**src/rtl/softstart_ilim_seq.sv**
```systemverilog
module softstart_ilim_seq #(
  parameter int CLK_PER_STEP = 64000,
  parameter int TON_W        = 12,
  parameter int TON_MID      = 400,
  parameter int TON_FLAT     = 800,
  parameter int VALLEY_PCT   = 70,
  parameter int MID_PCT      = 85
) (
  input  logic             clk,
  input  logic             rst_n,
  input  logic             start,
  input  logic             gate,
  input  logic [TON_W-1:0] on_time,
  output logic [6:0]       ilim
);
  localparam int LAST_STEP = 8;
  localparam int TMR_W     = $clog2(CLK_PER_STEP + 1);
  localparam logic [6:0] FIRST_LVL = 7'd45;

  function automatic logic [6:0] stair_lvl(input logic [3:0] s);
    case (s)
      4'd0:    return 7'd45;
      4'd1:    return 7'd52;
      4'd2:    return 7'd59;
      4'd3:    return 7'd66;
      4'd4:    return 7'd73;
      4'd5:    return 7'd80;
      4'd6:    return 7'd86;
      4'd7:    return 7'd93;
      default: return 7'd100;
    endcase
  endfunction

  function automatic logic [6:0] duty_lvl(input logic [TON_W-1:0] ton);
    int t;
    int v;
    t = int'(ton);
    if (t >= TON_FLAT)
      v = 100;
    else if (t >= TON_MID)
      v = MID_PCT + ((t - TON_MID) * (100 - MID_PCT)) / (TON_FLAT - TON_MID);
    else
      v = VALLEY_PCT + (t * (MID_PCT - VALLEY_PCT)) / TON_MID;
    return 7'(v);
  endfunction

  logic             gate_q;
  logic [3:0]       step;
  logic [TMR_W-1:0] tmr;
  logic [6:0]       held;
  logic [6:0]       stair_now, duty_now, cand;
  logic             fall;

  assign fall      = gate_q & ~gate;
  assign stair_now = stair_lvl(step);
  assign duty_now  = duty_lvl(on_time);
  assign cand      = (stair_now < duty_now) ? stair_now : duty_now;
  assign ilim      = held;

  always_ff @(posedge clk) begin
    if (!rst_n) begin
      gate_q <= 1'b0;
      step   <= '0;
      tmr    <= '0;
      held   <= FIRST_LVL;
    end else begin
      gate_q <= gate;
      if (start) begin
        step <= '0;
        tmr  <= '0;
      end else if (step != 4'(LAST_STEP)) begin
        if (tmr == TMR_W'(CLK_PER_STEP - 1)) begin
          tmr  <= '0;
          step <= step + 4'd1;
        end else begin
          tmr <= tmr + 1'b1;
        end
      end
      if (start)
        held <= FIRST_LVL;
      else if (fall)
        held <= cand;
    end
  end

  AST_RESET_LEVEL: assert property (@(posedge clk) !rst_n |=> ilim == FIRST_LVL);
  AST_LIMIT_RANGE: assert property (@(posedge clk) disable iff (!rst_n)
    ilim >= FIRST_LVL && ilim <= 7'd100);
  AST_STEP_CAP: assert property (@(posedge clk) disable iff (!rst_n)
    step <= 4'(LAST_STEP));
  AST_STEP_MONO: assert property (@(posedge clk) disable iff (!rst_n)
    !start |=> step >= $past(step));
  AST_HOLD_BETWEEN: assert property (@(posedge clk) disable iff (!rst_n)
    (!start && !fall) |=> $stable(ilim));
  AST_START_FIRST: assert property (@(posedge clk) disable iff (!rst_n)
    start |=> (ilim == FIRST_LVL && step == 4'd0));
  AST_HOLD_ON_TIME: assert property (@(posedge clk) disable iff (!rst_n)
    (gate && gate_q && !start) |=> $stable(ilim));
endmodule

```
**config.mk**
```make
export PLATFORM = sky130hd
export DESIGN_NAME = softstart_ilim_seq
export DESIGN_NICKNAME = d
export VERILOG_FILES = /design/src/rtl/softstart_ilim_seq.sv
export SDC_FILE = /design/constraint.sdc
export NUM_CORES = 1
export LEC_CHECK = 0
export BUFFER_PORTS_ARGS = -buffer_cell sky130_fd_sc_hd__buf_4
export CORE_ASPECT_RATIO = 2
export CORE_MARGIN = 5
export CORE_UTILIZATION = 50
export CTS_CLUSTER_DIAMETER = 120
export DETAILED_ROUTE_END_ITERATION = 12
export PLACE_DENSITY = 0.7
export SETUP_SLACK_MARGIN = 0.1
export SLEW_MARGIN = 10
export SYNTH_ARGS = -nofsm -noshare
export SYNTH_HDL_FRONTEND = slang
export SYNTH_SLANG_ARGS = --single-unit
```
**constraint.sdc**
```tcl
create_clock -name clk -period 11.3 [get_ports clk]
set_input_delay 0.565 -clock clk [delete_from_list [all_inputs] [get_ports clk]]
set_output_delay 0.565 -clock clk [all_outputs]
set_load 0.01 [all_outputs]
```
==> run metrics <==
status=finished with violations; failing checks=negative setup slack; Worst slew margin=14.9%; Hold Vio Cnt, Final=0; die width=107 um; number of synthesized flops with an enable pin=0; CTS Buf Count=5; Max Cap Viol=0; fmax=83.0 MHz; Synth top area share=11.3%; H-tree levels=2; Routed WL=36800 um; Pre-Repair DR Iteration Count=6; top routing layer in use=met4; Finished Core Util=77.7%; routed length on met3=1200 um; Slowest cell on crit path=or4_4; hold slack final=457 ps; syn nets=1367; FF-to-FF setup slack=8380 ps; maximum root-to-sink buffer count=2; RR Startpoint=step[0]$_SDFFE_PP0P_; final period utilization=107%; fin nets=1789; Register Area=681 um^2; #FFs+latches synth=34; Die Y=204 um; # diodes=0; Levels on crit path=59; Crit path max-delay family=compound AO/OA/AOI/OAI gates; post-synthesis cell type count=116; CP Launch Point=on_time[5]; first-pass GRT wire length=57100 um; Reg2Reg Depth=12; port buffer count=22; Hold Crit Start=ilim[6]$_SDFFE_PP0P_; Mapped Cells=1231; synth-to-layout area growth=54.2%; average size of a mapped cell=7.67 um^2; die area=21900 um^2; vias in the first global route=12141; I/O Pins=23; min cycle time layout=12050 ps; Core Area=18700 um^2; register area share after synthesis=7.21%; Multi-input gate area=9650 um^2; pre-CTS setup slack=-1080 ps; DRT antenna net count=0; Final WS setup=-746 ps; Root Buffer=clkbuf_16; Syn Std Cell Area=9440 um^2; CP Class=in -> reg; count leader, synth=nor2_1; Congestion Overflow GR=0; largest net degree at the start of global routing=15; Worst-Skew Late Latency=280 ps; GPL Wtd Cong=1.00; hold crit path type=reg -> reg; initial antenna violation count=0; Max FO, Critical Path=6; crit-path max cell delay=540 ps; CP arrival=12250 ps; RSZ-0062 raised after global routing=yes; routed wl met2=20100 um; Post-synth top cells=nor2_1 (111), nand2_1 (93), ha_1 (85); async set-reset flop share out of synthesis=0%; setup TNS=-4760 ps; worst clock skew=5.09 ps; Sink Count=34; Via density=6.18; max-slew violation count=0; CTS tree=built; Total GRT Usage=31.7%; Setup crit end kind=flip-flop; initial detailed-routing violation count=799; area leader, netlist=ha_1; Via Count=11792; # DRC=0; Synth warnings=0; num rows=71; Synth Flop Type=dfxtp_1; Hold Crit Depth=2; wire length on met1=12000 um; dominant cells by area after synthesis=ha_1 (11%), fa_1 (7.4%), dfxtp_1 (7.2%); Initial Utilization=50.4%; FILL cells=1281; # setup viols final=7; routed len/inst=19.3 um; clock-pin slew on the worst setup and hold paths=50 ps; crit path buf inv count=14; CP required=11500 ps; Slew @ Worst Pin=1270 ps; DPL Wire Length=28400 um; Post-CTS Hold Buffers=0; layout cell share with drive strength beyond 1=41.9%; Worst setup SP type=input port
==> cell usage in the layout (no fill, tap or decap), types with 16 or more instances in the layout <==
| cell | synthesis | final |
|---|---|---|
| a21o_1 | 25 | 24 |
| a21oi_1 | 62 | 52 |
| a31oi_1 | 23 | 18 |
| and2_1 | 22 | 19 |
| buf_4 | 2 | 422 |
| buf_6 | 0 | 21 |
| dfxtp_1 | 34 | 34 |
| fa_1 | 35 | 35 |
| ha_1 | 85 | 67 |
| ha_4 | 0 | 16 |
| inv_1 | 74 | 65 |
| nand2_1 | 93 | 86 |
| nand3_1 | 37 | 33 |
| nor2_1 | 111 | 99 |
| nor3_1 | 42 | 35 |
| o211ai_1 | 30 | 30 |
| o21ai_0 | 48 | 42 |
| xnor2_1 | 72 | 59 |
| xor2_1 | 32 | 29 |
==> worst paths after layout <==
check,endpoint
worst min-delay path,ilim[6]$_SDFFE_PP0P_
worst max register to register,flip-flop
worst min register to register,ilim[6]$_SDFFE_PP0P_
worst max-delay path,ilim[1]$_SDFFE_PP0P_
==> timing repair <==
| item | 4_1_cts | 5_1_grt |
|---|---|---|
| pin swaps | 58 | 50 |
| setup endpoints to repair | 7 | 7 |
| gates resized for setup | 102 | 64 |
| setup buffers | 29 | 25 |
==> metrics by stage <==
| stage | instances | instance area [um^2] |
|---|---|---|
| floorplan | 1231 | 10000 |
| global placement | 1847 | 13100 |
| detailed placement | 1847 | 13100 |
| CTS | 1883 | 14000 |
| global route | 1908 | 14600 |
| finish | 1908 | 14600 |
==> worst reg2reg max path: stages, from the launching register on <==
cell,delay [ps]
dfxtp_1,380
inv_1,60
ha_1,190
nand2_1,100
or2_2,150
nand2_1,120
nor3_1,470
and2_1,370
mux2i_1,140
nor2_1,310
ha_1,320
nand2_1,70
o21ai_0,100
==> layout make-up <==
cell class              instances  share of cell area [%]
clock buffers                   5                   0.860
clock inverters                 2                  0.0688
inverters                      75                    2.01
multi-input cells            1090                    66.3
flip-flops and latches         34                    4.68
well taps                     255                    2.19
repair buffers                447                    23.9
==> metal layers <==
metal  vias to the layer above  GRT usage, %
met2                       410          62.3
li1                       5488             -
met3                       219          2.56
met1                      5675          29.2
met4                         0          22.8
met5                         -             0
==> cell families after synthesis <==
kind of cell | synth area share (%)
fa+ha+maj | 19.5
xor+xnor | 10.3
simple gates | 24.2
mux | 2.27
buf+inv | 4.41
compound gates | 32.1
flops | 7.21
Power is left out: the tool's default activity adds up to more than one toggle a clock period on the data nets, which glitch-free logic cannot reach.
